## src/rtl/snapctr_pkg.sv

```systemverilog
package snapctr_pkg;
  localparam int NUM_HALVES = 2;
  localparam int CMD_CLR_BIT = 0;
  localparam int CMD_CAP_BIT = 1;

  typedef enum logic [1:0] {
    ADDR_CTRL    = 2'd0,
    ADDR_SNAP_LO = 2'd1,
    ADDR_SNAP_HI = 2'd2,
    ADDR_RSVD    = 2'd3
  } regAddr_e;

  typedef struct packed {
    logic clrStb;
    logic capStb;
  } cmdStrobes_t;
endpackage

```

## src/rtl/snapctr_ctrl.sv

```systemverilog
module snapctr_ctrl import snapctr_pkg::*; #(
  parameter int HALF_W = 32
) (
  input  logic              clk,
  input  logic              rstN,
  input  logic              regWrEn,
  input  logic [1:0]        regAddr,
  input  logic [HALF_W-1:0] regWrData,
  output cmdStrobes_t       strobes,
  output logic [1:0]        pendView
);
  logic ctrlWr;
  logic pendClr, pendCap;

  assign ctrlWr = regWrEn && (regAddr == ADDR_CTRL);

  // Commands wait one edge, then act and drop
  always_ff @(posedge clk or negedge rstN) begin
    if (!rstN) begin
      pendClr <= 1'b0;
      pendCap <= 1'b0;
    end else if (ctrlWr) begin
      pendClr <= regWrData[CMD_CLR_BIT];
      pendCap <= regWrData[CMD_CAP_BIT];
    end else begin
      pendClr <= 1'b0;
      pendCap <= 1'b0;
    end
  end

  assign strobes.clrStb = pendClr;
  assign strobes.capStb = pendCap;
  assign pendView = {pendCap, pendClr};

  assert_cap_selfclear_R4: assert property (@(posedge clk) disable iff (!rstN)
    (strobes.capStb && !ctrlWr) |=> !strobes.capStb);

  assert_clr_issue_R5: assert property (@(posedge clk) disable iff (!rstN)
    (ctrlWr && regWrData[CMD_CLR_BIT]) |=> strobes.clrStb);

  assert_upper_inert_R9: assert property (@(posedge clk) disable iff (!rstN)
    (ctrlWr && (regWrData[HALF_W-1:2] != '0) && (regWrData[1:0] == 2'b00))
      |=> (!strobes.clrStb && !strobes.capStb));
endmodule

```

## src/rtl/snapctr_datapath.sv

```systemverilog
module snapctr_datapath import snapctr_pkg::*; #(
  parameter int HALF_W = 32
) (
  input  logic                                 clk,
  input  logic                                 rstN,
  input  cmdStrobes_t                          strobes,
  output logic [NUM_HALVES-1:0][HALF_W-1:0]    snapHalves
);
  localparam int CNT_W = NUM_HALVES * HALF_W;

  logic [CNT_W-1:0] cnt;

  always_ff @(posedge clk or negedge rstN) begin
    if (!rstN)               cnt <= '0;
    else if (strobes.clrStb) cnt <= '0;
    else                     cnt <= cnt + 1'b1;
  end

  // Every half loads on the same edge, so the pair is one consistent value
  for (genvar h = 0; h < NUM_HALVES; h++) begin : g_half
    always_ff @(posedge clk or negedge rstN) begin
      if (!rstN)               snapHalves[h] <= '0;
      else if (strobes.clrStb) snapHalves[h] <= '0;
      else if (strobes.capStb) snapHalves[h] <= cnt[h*HALF_W +: HALF_W];
    end
  end

  assert_count_step_R1: assert property (@(posedge clk) disable iff (!rstN)
    !strobes.clrStb |=> cnt == $past(cnt) + 1'b1);

  assert_wrap_R2: assert property (@(posedge clk) disable iff (!rstN)
    ((&cnt) && !strobes.clrStb) |=> cnt == '0);

  assert_capture_R3: assert property (@(posedge clk) disable iff (!rstN)
    (strobes.capStb && !strobes.clrStb) |=> snapHalves == $past(cnt));

  assert_clear_R5: assert property (@(posedge clk) disable iff (!rstN)
    strobes.clrStb |=> (cnt == '0) && (snapHalves == '0));

  assert_snap_hold_R10: assert property (@(posedge clk) disable iff (!rstN)
    (!strobes.capStb && !strobes.clrStb) |=> $stable(snapHalves));
endmodule

```

## src/rtl/wide_snapshot_counter.sv

```systemverilog
module wide_snapshot_counter import snapctr_pkg::*; #(
  parameter int HALF_W = 32
) (
  input  logic              clk,
  input  logic              rstN,
  input  logic              regWrEn,
  input  logic [1:0]        regAddr,
  input  logic [HALF_W-1:0] regWrData,
  output logic [HALF_W-1:0] regRdData
);
  cmdStrobes_t                          strobes;
  logic [1:0]                           pendView;
  logic [NUM_HALVES-1:0][HALF_W-1:0]    snapHalves;

  snapctr_ctrl #(.HALF_W(HALF_W)) u_ctrl (
    .clk(clk), .rstN(rstN), .regWrEn(regWrEn), .regAddr(regAddr),
    .regWrData(regWrData), .strobes(strobes), .pendView(pendView)
  );

  snapctr_datapath #(.HALF_W(HALF_W)) u_dp (
    .clk(clk), .rstN(rstN), .strobes(strobes), .snapHalves(snapHalves)
  );

  always_comb begin
    regRdData = '0;
    case (regAddr)
      ADDR_CTRL:    regRdData[1:0] = pendView;
      ADDR_SNAP_LO: regRdData = snapHalves[0];
      ADDR_SNAP_HI: regRdData = snapHalves[1];
      default:      regRdData = '0;
    endcase
  end
endmodule

```

## config.mk

```make
export PLATFORM = sky130hd
export DESIGN_NAME = wide_snapshot_counter
export DESIGN_NICKNAME = d
export VERILOG_FILES = /design/src/rtl/snapctr_pkg.sv /design/src/rtl/snapctr_ctrl.sv /design/src/rtl/snapctr_datapath.sv /design/src/rtl/wide_snapshot_counter.sv
export SDC_FILE = /design/constraint.sdc
export NUM_CORES = 1
export LEC_CHECK = 0
export ABC_AREA = 1
export BUFFER_PORTS_ARGS = -buffer_cell sky130_fd_sc_hd__buf_2
export CAP_MARGIN = 30
export CORE_MARGIN = 5
export CORE_UTILIZATION = 35
export CTS_BUF_LIST = sky130_fd_sc_hd__clkbuf_4
export DETAILED_ROUTE_END_ITERATION = 10
export PLACE_DENSITY = 0.58
export SETUP_SLACK_MARGIN = 0.2
export SKIP_LAST_GASP = 1
export SLEW_MARGIN = 30
export SYNTH_ARGS = -nofsm -noshare
export SYNTH_HDL_FRONTEND = slang
export SYNTH_SLANG_ARGS = --single-unit
```

## constraint.sdc

```tcl
create_clock -name clk -period 1.7 [get_ports clk]
set_input_delay 0.34 -clock clk [delete_from_list [all_inputs] [get_ports clk]]
set_output_delay 0.34 -clock clk [all_outputs]
set_load 0.02 [all_outputs]
```

Yosys cells after proc, flatten, opt, wreduce, memory -nomap -nowiden
Index checks and enable logic that the tools add are counted.
{"block": "op_classes", "eq_ne": 2, "n_mux": 9, "addsub": 1, "reduce_logical": 3}
{"cell": "two-way mux 32 bit", "n": 4}
{"cell": "adder 64 x 1 -> 64 bit, second input constant", "n": 1}
{"cell": "two-way mux 64 bit", "n": 1}
{"cell": "one-hot mux 30 bit (2 select lines)", "n": 1}
{"cell": "one-hot mux 2 bit (3 select lines)", "n": 1}
{"cell": "== test 2 x 1 -> 1 bit, second input constant", "n": 1}
{"cell": "== test 2 bit, second input constant", "n": 1}
{"cell": "zero test 2 bit", "n": 1}
{"cell": "two-way mux 1 bit", "n": 2}
{"cell": "nonzero test 2 bit", "n": 1}
{"cell": "logical AND 1 bit", "n": 1}
{"block": "totals", "inputBits": 37, "ff_bits": 130, "out_inout_bits": 32, "word_cells": 20}

Longest topological paths before layout
Gate-level depths: netlist (run 1).
{"block": "logic_depth", "depth_word": 3, "depth_mapped": 11, "ltp_nobuf": 11}

Hierarchy
From an unflattened synthesis (run 1), not the netlist that was laid out.
{"block": "unflattened", "cells_unflattened": 1037, "area_unflattened_um2": 7218.2}
{"mod": "snapctr_datapath", "instances": 1, "area_each_um2": 6542.5, "cells_per_inst": 906, "seq_area_each_um2": 3203.1}
{"mod": "wide_snapshot_counter", "instances": 1, "area_each_um2": 573.0, "cells_per_inst": 119, "seq_area_each_um2": 0.0}
{"mod": "snapctr_ctrl", "instances": 1, "area_each_um2": 102.6, "cells_per_inst": 12, "seq_area_each_um2": 50.0}

Least setup slack after synthesis (run 1)
No wires, ideal clock.
{"block": "synth_timing", "path_type": "in2out", "from": "input regAddr[0]", "to": "output regRdData[15]", "path_stages": 5, "required_time_ns": 1.360, "n_path_buf": 1, "setup_slack_ns": 0.032, "arrival_ns": 1.328, "path_cell_list": "inv_1 -> ha_1 -> clkbuf_1 -> nand2_1 -> a21oi_1"}
{"block": "synth_between", "elab_chain_cells": 2, "word_cells_on_any_way": 3, "cone_classes": "2 x eq/ne; 1 x mux"}
{"element": "from (decl)", "line_no": "wide_snapshot_counter.sv:7", "source": "input logic [1:0] regAddr,"}
{"element": "== test 2 bit or == test 2 x 1 -> 1 bit (tied branches)", "line_no": "wide_snapshot_counter.sv:26", "source": "case (regAddr)"}
{"element": "one-hot mux 30 bit (2 select lines) *", "line_no": "wide_snapshot_counter.sv:26"}
{"element": "to (decl)", "line_no": "wide_snapshot_counter.sv:9", "source": "output logic [HALF_W-1:0] regRdData"}
Every way passes the cells marked *; elsewhere a longest branch is shown, timed or not.

Final worst setup path (run 1)
{"block": "layout_timing", "from": "register u_dp.snapHalves[50] in the netlist's numbering", "to": "output regRdData[18]"}
{"block": "layout_between", "elab_chain_cells": 1}
{"element": "from (decl)", "line_no": "snapctr_datapath.sv:7", "source": "output logic [NUM_HALVES-1:0][HALF_W-1:0] snapHalves"}
{"element": "from (signal, indexed assignment)", "line_no": "snapctr_datapath.sv:24", "source": "else if (strobes.capStb) snapHalves[h] <= cnt[h*HALF_W +: HALF_W];"}
{"element": "one-hot mux 30 bit (2 select lines)", "line_no": "wide_snapshot_counter.sv:26"}
Every way passes these cells.

==> flow_metrics.py, run 1 <==
metrics = {
    "grt": {
        "grt_start_max_net_pins": 49,
        "antenna_found_initial": 1,
        "gr-usage-all-layers_pct": 20.8,
        "overflow": 0,
        "grt_pass1_wl_mm": 38.2,
        "grt_pass1_vias": 6838,
    },
    "die": {
        "dieArea_um2": 23300,
        "row_count": 52,
        "ios": 69,
        "start_util_pct": 35.4,
        "fp.dieW_um": 153,
        "core_um2": 20200,
        "die_y_um": 153,
    },
    "clocking": {
        "cts_root_buf": "clkbuf_4",
        "cts_htree_levels": 4,
        "cts_tree": "yes",
        "clk_latency_ns": 0.57,
        "clk_pin_slew_ns": 0.14,
        "cts_buffers": 17,
        "clock_path_buffers": 2,
        "cts_sinks": 130,
    },
    "worst_setup_path": {
        "critPathKind": "reg -> out",
        "end_kind": "output pin",
        "crit_family": "flip-flops",
        "cp.arrival_ns": 1.42,
        "start_kind": "register",
        "cp.required_ns": 1.36,
        "slowest_delay_ns": 0.43,
        "regToRegSetupSlack_ns": -0.01,
        "critical_path_buf_inv_count": 1,
        "crit_chain": "nand2_1 > a21oi_2 > buf_6",
        "crit_fanout": 2,
        "crit_path_top_delay_cell": "dfrtp_1",
    },
    "sta": {
        "skew_ns": 0.0252,
        "timing.hold.ws_ns": 0.230,
        "finalSetupViolCount": 5,
        "hold_viol": 0,
        "fin_tns_setup_ns": -0.0881,
        "fmax_ghz": 0.568,
        "fin_crit_ns": 1.76,
        "grt_setup_unrepaired": "yes",
        "period_share_pct": 104,
        "slew_headroom_pct": 72.8,
        "maxSlewViolCount": 0,
        "fin_ws_ns": -0.0605,
        "worstMarginPinSlew_ns": 0.408,
    },
    "detailed_routing": {
        "drt_iter0_drc": 438,
        "vias_per_cell": 4.91,
        "drtPass1Iterations": 7,
        "wl_per_cell_um": 16.6,
        "vias": 7266,
        "drc_errors": 0,
        "ant_nets": 0,
        "routed_wl_mm": 24.5,
    },
    "yosys": {
        "ys_seq_elements": 130,
        "synthCells": 1030,
        "synth_cell_types": 25,
        "ys.flop_type": "dfrtp_1",
        "synth_fp_nets": 1072,
        "synth_edf_count": 0,
        "synth_area_leaders": "dfrtp_1, nand2_1, inv_1, nor2_1, nand3_1",
        "ys_async_sr_fraction_pct": 100,
        "synth_area_leader_cell": "dfrtp_1",
        "yosysSeqAreaShare_pct": 45.6,
        "yosysMostFrequentCell": "nand2_1",
        "synth_warnings": 0,
        "synth_area_um2": 7130,
        "postSynthAreaPerCell_um2": 6.92,
        "yosys-top-cells-count": "nand2_1, inv_1, nor2_1, dfrtp_1, nand3_1",
        "netlist.area_leader.share_pct": 45.6,
    },
    "power_and_ir_drop": {
        "p_leak_uw": 0.00478,
        "p_sw_share_pct": 30.1,
        "p_seq_share_pct": 51.0,
        "p_int_uw": 4580,
        "switchingPower_uw": 1970,
        "ir_drop_mv": 0.312,
        "pwr-share-clk_pct": 32.6,
        "powerDensity_nw_per_um2": 641,
        "combPwrFrac_pct": 16.4,
    },
    "placement": {
        "gp_congestion": 0.963,
        "hpwl_mm": 17.3,
        "io_buffers": 38,
        "place_ws_ns": -0.0438,
    },
    "cells_and_area": {
        "nNetsFinal": 1237,
        "layout-area-overhead-vs-synth_pct": 43.3,
        "register_area_um2": 3260,
        "drive_above_1_share_pct": 34.2,
        "multi_input_area_um2": 3990,
        "nFillCells": 1958,
    },
    "status": {
        "status": "complete, but fails checks",
        "violations": "negative setup slack",
    },
    "run": {
        "drv_cap": 0,
    },
    "worst_hold_path": {
        "min_path_type": "in -> async",
    },
}
## state kept, by name (all words and copies together) (netlist names)
register	count
u_dp.snapHalves	64
u_ctrl.pendCap	1
u_dp.cnt	64
u_ctrl.pendClr	1
## worst paths after layout
path | start | endpoint | cells past startpoint
min in group clk | u_dp.snapHalves[36] | u_dp.snapHalves[36] | 2
hold reg to reg | u_dp.snapHalves[36] | u_dp.snapHalves[36] | 2
setup reg to reg | u_dp.cnt[1] | u_dp.cnt[40] | 10
max in group asynchronous | rstN | u_dp.cnt[24] | 3
setup / recovery | u_dp.snapHalves[50] | regRdData[18] | 3
hold / removal | rstN | u_dp.cnt[43] | 2
## routing by layer
layer	routed length (um)	track usage [%]	up-vias	share of wire, %
met4	448	5.81	0	1.8
met1	11500	29.4	3488	47
met5	0	0	-	0
li1	-	-	3549	-
met3	1110	3.44	31	4.5
met2	11400	33.0	198	47
## layout make-up
| type | count | area share, % |
|---|---|---|
| well taps | 270 | 3.31 |
| clock buffers | 18 | 1.32 |
| multi-input cells | 697 | 39.0 |
| flip-flops and latches | 130 | 31.9 |
| repair buffers | 178 | 16.7 |
| diodes | 1 | 0.0245 |
| inverters | 171 | 6.40 |
| clock inverters | 14 | 1.35 |
## worst reg2reg max path, stage by stage (launching register included)
cell	delay [ns]
dfrtp_1	0.40
buf_6	0.11
ha_4	0.15
nand2_4	0.05
nor2_4	0.20
nand2_4	0.12
nor2_8	0.20
nand2_4	0.11
o21ai_1	0.14
nand2_1	0.06
nor2_1	0.10
## power groups by stage
stage	Clock (uW)	Combinational, uW	Sequential [uW]
after floorplan	0	338	3330
after global placement	0	578	3360
after detailed placement	0	588	3360
after CTS	2180	972	3330
after global routing	2300	1170	3350
final	2130	1080	3340
## cells in the final DEF, fill, tap and decap left out, drive strengths merged, types with 2 or more instances in the layout
master,count
nor2,179
nand3,60
a21oi,57
nor3,5
o22ai,36
and3,2
dlygate4sd3,5
and2,3
inv,173
clkbuf,18
buf,173
clkinvlp,2
dfrtp,130
ha,5
nand4,10
nand2,285
clkinv,8
bufinv,2
o21ai,53
## kinds of logic (layout without fill, tap and decap cells)
family                     after synthesis  count (layout)  synth area share [%]
other                                    0               1                     0
xor gates and xnor gates                 1               1                 0.123
buffers and inverters                  203             381                  10.7
DFF                                    130             130                  45.6
and+or+nand+nor                        545             545                  31.8
AOI/OAI and AO/OA                      146             146                  10.9
adders and majority gates                5               5                 0.877
## stage by stage
| stage | instances | cell area [um^2] | total power [uW] | util (%) |
|---|---|---|---|---|
| final | 1479 | 10200 | 6550 | 50.7 |
| after global routing | 1479 | 10200 | 6810 | 50.7 |
| after floorplan | 1030 | 7250 | 3670 | - |
| after global placement | 1359 | 8140 | 3940 | 40.4 |
| after CTS | 1447 | 9560 | 6480 | 47.4 |
| after detailed placement | 1359 | 8140 | 3950 | 40.4 |
## what timing repair did
item | 4_1_cts | 5_1_grt
hold buffers | 3 | 2
pin swaps | 82 | 58
setup buffers | 51 | 29
cloned | 2 | 0
resized for setup | 192 | 132
endpoints found under the hold margin | 88 | 1
endpoints found under the setup margin | 77 | 95
Power figures use the tool's default switching activity.
==> inputs of run 2 (changes only) <==
==> constraint.sdc (replaced) <==
create_clock -name clk -period 1.7 [get_ports clk]
set_input_delay 0.085 -clock clk [delete_from_list [all_inputs] [get_ports clk]]
set_output_delay 0.085 -clock clk [all_outputs]
set_load 0.02 [all_outputs]
==> flow_metrics.py, run 2 (synthesized netlist as in run 1, its figures left out) <==
metrics = {
    "cells_and_area": {
        "reg_top3": "u_dp.cnt: 64 flops, u_dp.snapHalves: 64 flops",
        "final_cell_mix": "nand2_1, inv_1, nor2_1, dfrtp_1, buf_4",
        "antenna_cells": 0,
        "nNetsFinal": 1202,
        "final_common_cell": "nand2_1",
        "drive_above_1_share_pct": 27.3,
        "nFillCells": 2069,
        "finalNonFillerCells": 1443,
        "post-route-util_pct": 46.4,
        "layout-area-overhead-vs-synth_pct": 31.3,
    },
    "power_and_ir_drop": {
        "combPwrFrac_pct": 13.3,
        "p_seq_share_pct": 49.7,
        "p_sw_share_pct": 30.0,
        "pwr-share-clk_pct": 37.1,
        "ir_drop_mv": 0.367,
        "p_int_uw": 4620,
        "powerDensity_nw_per_um2": 705,
        "switchingPower_uw": 1980,
        "power_uw": 6600,
        "p_leak_uw": 0.00440,
    },
    "worst_setup_path": {
        "crit_fanout": 5,
        "start_kind": "register",
        "end_kind": "register",
        "crit_chain": "buf_4 > nand2_2 > nor2_4 > nand2_4 > nor2_4 > nand2_4 > nor2_4 > nand2_1 > nand2_1 > nor2_1",
        "reg2regPathDepth": 10,
        "cp.required_ns": 2.19,
        "slowest_delay_ns": 0.38,
        "regToRegSetupSlack_ns": 0.07,
        "critPathKind": "reg -> reg",
        "cp.arrival_ns": 2.12,
        "crit_path_top_delay_cell": "dfrtp_1",
        "critPathMostFrequentCell": "nor2_4",
    },
    "die": {
        "dieArea_um2": 23300,
        "row_count": 52,
        "core_um2": 20200,
        "fp.dieW_um": 153,
        "ios": 69,
        "start_util_pct": 35.4,
        "die_y_um": 153,
    },
    "sta": {
        "fin_crit_ns": 1.63,
        "slew_headroom_pct": 73.4,
        "maxSlewViolCount": 0,
        "finalSetupViolCount": 0,
        "fin_ws_ns": 0.0705,
        "fmax_ghz": 0.614,
        "grt_setup_unrepaired": "yes",
        "skew_ns": 0.0186,
        "hold_viol": 0,
        "period_share_pct": 95.9,
        "worstMarginPinSlew_ns": 0.399,
    },
    "run": {
        "drv_cap": 0,
    },
    "clocking": {
        "clock_path_buffers": 2,
        "clk_latency_ns": 0.58,
        "cts_tree": "yes",
        "cts_sinks": 130,
        "cts_root_buf": "clkbuf_4",
        "clk_pin_slew_ns": 0.14,
        "cts_htree_levels": 4,
        "cts_buffers": 17,
    },
    "grt": {
        "overflow": 0,
        "grt_pass1_wl_mm": 35.9,
        "antenna_found_initial": 0,
        "gr-usage-all-layers_pct": 19.6,
        "grt_start_max_net_pins": 58,
        "grt_pass1_vias": 6421,
    },
    "detailed_routing": {
        "ant_nets": 0,
        "drt_iter0_drc": 457,
        "wl_per_cell_um": 16.1,
        "vias": 6911,
        "drtPass1Iterations": 5,
        "routed_wl_mm": 23.2,
        "drc_errors": 0,
        "vias_per_cell": 4.79,
    },
    "placement": {
        "place_ws_ns": 0.00475,
        "gp_congestion": 0.949,
        "io_buffers": 38,
        "hpwl_mm": 16.6,
        "post-place-cells": 1345,
    },
    "status": {
        "status": "finished clean",
    },
    "worst_hold_path": {
        "min_path_type": "in -> async",
    },
}
[run 2: per-layer routing]
metal / GRT usage [%] / wire length (um)
met5: 0 / 0
met4: 5.01 / 399
met3: 3.38 / 1220
met2: 30.7 / 10800
met1: 28.4 / 10800
[run 2: power by group through the flow]
stage               Sequential (uW)  Clock [uW]  Combinational, uW
floorplan                      3330           0                318
global route                   3290        2620                956
finish                         3280        2450                876
global placement               3340           0                597
detailed placement             3340           0                602
CTS                            3280        2490                781
[run 2: path summary, 6_finish.rpt]
| kind | start | endpoint |
|---|---|---|
| worst min register to register | u_dp.snapHalves[49] | u_dp.snapHalves[49] |
| worst min-delay path | rstN | u_dp.snapHalves[2] |
| min in group clk | regWrEn | u_ctrl.pendCap |
| worst max register to register | u_dp.cnt[1] | u_dp.cnt[63] |
| max in group asynchronous | rstN | u_dp.snapHalves[7] |
| worst max-delay path | u_dp.cnt[1] | u_dp.cnt[63] |
[run 2: per-stage QoR]
step           setup TNS (ns)  hold slack (ns)  area (um^2)
2_1_floorplan               0           -0.211         7130
3_3_place_gp                0           -0.116         7930
3_5_place_dp                0           -0.116         7930
4_1_cts                     0           0.0305         8830
5_1_grt               -0.0176           0.0439         9360
6_report                    0           0.0398         9360
[run 2: worst max-delay path, delay by kind of cell (launching register included)]
family / cells / cell delay [ns]
simple gates: 9 / 1.03
buf+inv: 1 / 0.12
flops: 1 / 0.38
[run 2: final cells by class]
class	count	area, um^2	share of cell area (%)
Sequential cell	130	3270	34.9
Tap cell	270	338	3.61
Inverter	171	647	6.91
Clock inverter	15	196	2.10
Timing Repair Buffer	143	1190	12.7
Multi-Input combinational cell	697	3590	38.4
Clock buffer	17	128	1.36
[run 2: what timing repair did]
| action | CTS | global route |
|---|---|---|
| hold endpoints to repair | 132 | 0 |
| pin swaps | 28 | 32 |
| buffers inserted | 30 | 30 |
| hold buffers | 6 | 0 |
| setup endpoints to repair | 55 | 75 |
| resized for setup | 96 | 99 |
==> inputs of run 3 (changes only) <==
- CELL_PAD_IN_SITES_DETAIL_PLACEMENT: not set -> 0
- CELL_PAD_IN_SITES_GLOBAL_PLACEMENT: not set -> 1
- PLACE_DENSITY: 0.58 -> 0.76
- clock period: 1.7 -> 1.4 ns (I/O delays scaled with it)
==> flow_metrics.py, run 3 (synthesized netlist as in run 1, its figures left out) <==
metrics = {
    "sta": {
        "fin_tns_setup_ns": -12.07,
        "fin_crit_ns": 1.64,
        "maxSlewViolCount": 0,
        "period_share_pct": 117,
        "fmax_ghz": 0.609,
        "timing.hold.ws_ns": 0.332,
        "hold_viol": 0,
        "worstMarginPinSlew_ns": 0.334,
        "slew_headroom_pct": 77.8,
        "skew_ns": 0.0251,
        "fin_ws_ns": -0.241,
        "finalSetupViolCount": 123,
        "grt_setup_unrepaired": "yes",
    },
    "cells_and_area": {
        "final_common_cell": "nand2_1",
        "nNetsFinal": 1324,
        "reg_top3": "u_dp.cnt: 64 flops, u_dp.snapHalves: 64 flops",
        "layout-area-overhead-vs-synth_pct": 57.2,
        "drive_above_1_share_pct": 41.2,
        "nFillCells": 1848,
        "final_cell_mix": "nand2_1, buf_4, inv_1, nor2_1, dfrtp_1",
    },
    "grt": {
        "overflow": 0,
        "grt_pass1_vias": 7417,
        "gr-usage-all-layers_pct": 22.6,
        "grt_pass1_wl_mm": 41.2,
        "antenna_found_initial": 1,
        "grt_start_max_net_pins": 46,
    },
    "die": {
        "core_um2": 20200,
        "dieArea_um2": 23300,
        "die_y_um": 153,
        "fp.dieW_um": 153,
        "row_count": 52,
        "start_util_pct": 35.4,
        "ios": 69,
    },
    "worst_setup_path": {
        "critPathMostFrequentCell": "nand2_4",
        "rr_endpoint": "u_dp.cnt[52]",
        "crit_chain": "ha_4 > nand2_4 > nor2_4 > nand2_4 > nor2_8 > nand2_4 > nor2_4 > nand2_1 > nand2_1 > nor2_1",
        "start_kind": "register",
        "reg2regPathDepth": 10,
        "cp.arrival_ns": 2.10,
        "end_kind": "register",
        "critPathKind": "reg -> reg",
        "crit_fanout": 5,
        "regToRegSetupSlack_ns": -0.24,
        "crit_path_top_delay_cell": "dfrtp_1",
        "slowest_delay_ns": 0.44,
        "timing.rr.start": "u_dp.cnt[0]",
        "cp.required_ns": 1.85,
    },
    "clocking": {
        "clk_pin_slew_ns": 0.14,
        "cts_buffers": 17,
        "clk_latency_ns": 0.57,
        "cts_tree": "yes",
        "cts_sinks": 130,
        "cts_htree_levels": 4,
        "clock_path_buffers": 2,
        "cts_root_buf": "clkbuf_4",
    },
    "detailed_routing": {
        "wl_per_cell_um": 18.1,
        "drtPass1Iterations": 5,
        "vias_per_cell": 4.98,
        "drc_errors": 0,
        "routed_wl_mm": 28.3,
        "drt_iter0_drc": 539,
        "vias": 7796,
        "ant_nets": 0,
    },
    "placement": {
        "gp_congestion": 0.913,
        "io_buffers": 38,
        "hpwl_mm": 18.6,
    },
    "run": {
        "drv_cap": 0,
    },
    "status": {
        "violations": "negative setup slack",
        "status": "complete, but fails checks",
    },
    "worst_hold_path": {
        "hold_end": "u_ctrl.pendClr",
        "whs_path_depth": 3,
        "min_path_type": "in -> reg",
        "hp-start": "regWrEn",
    },
    "power_and_ir_drop": {
        "ir_drop_mv": 0.381,
        "powerDensity_nw_per_um2": 721,
        "p_leak_uw": 0.00532,
    },
}
-- run 3: changes by cell type in the layout (fill, tap and decap cells not counted), sizes merged --
cell,previous run,this run
buf,137,253
bufbuf,0,1
bufinv,3,1
clkbuf,17,21
clkinv,2,5
clkinvlp,3,2
diode,0,1
or2,1,2
-- run 3: how the worst max path moves through the flow --
stage,start,endpoint,slack [ns],depth (start not counted)
after floorplan,u_dp.cnt[1],u_dp.cnt[54],-0.03,10
after global routing,u_dp.cnt[0],u_dp.cnt[44],-0.32,11
after detailed placement,u_dp.cnt[15],u_dp.cnt[45],-0.31,10
after CTS,u_ctrl.pendCap,regRdData[1],-0.18,6
after global placement,u_dp.cnt[15],u_dp.cnt[53],-0.25,9
final,u_dp.cnt[0],u_dp.cnt[52],-0.24,10
-- run 3: where the power goes --
part | switching (uW) | total (uW) | internal (uW)
Combinational | 760 | 1410 | 646
Sequential | 139 | 4030 | 3890
Clock | 1710 | 2640 | 934
-- run 3: worst max-delay path: cells and delay by family, from the launching register on --
family / cells / cell delay, ns
and+or+nand+nor: 9 / 0.93
adders and majority gates: 1 / 0.17
DFF: 1 / 0.44
-- run 3: layout make-up --
class	count	area (um^2)	area share, %
Antenna cell	1	2.50	0.0223
Clock buffer	17	128	1.14
Clock inverter	15	150	1.34
Inverter	171	652	5.82
Multi-Input combinational cell	698	4140	36.9
Sequential cell	130	3270	29.1
Tap cell	270	338	3.01
Timing Repair Buffer	264	2540	22.6
-- run 3: routing by layer --
layer / track usage (%) / share of wire [%] / vias up
met2: 35.5 / 47 / 266
met5: 0 / 0 / -
met1: 31.6 / 44 / 3756
met4: 8.66 / 3.3 / 0
li1: - / - / 3719
met3: 3.61 / 5.6 / 55
-- run 3: metrics by stage --
stage / power [uW] / util, % / std cells / area [um^2] / worst slack, ns
after detailed placement: 4930 / 43.5 / 1448 / 8780 / -0.306
final: 8080 / 55.6 / 1566 / 11200 / -0.241
after CTS: 7950 / 51.1 / 1536 / 10300 / -0.177
after global routing: 8440 / 55.6 / 1566 / 11200 / -0.318
after global placement: 4920 / 43.5 / 1448 / 8780 / -0.255
after floorplan: 4450 / - / 1030 / 7210 / -0.0291
-- run 3: timing repair --
item | CTS | global route
setup buffers | 42 | 24
endpoints found under the setup margin | 134 | 172
pin swaps | 39 | 38
gates cloned | 8 | 5
hold endpoints to repair | 132 | 14
gates resized for setup | 192 | 170
hold buffers | 6 | 1
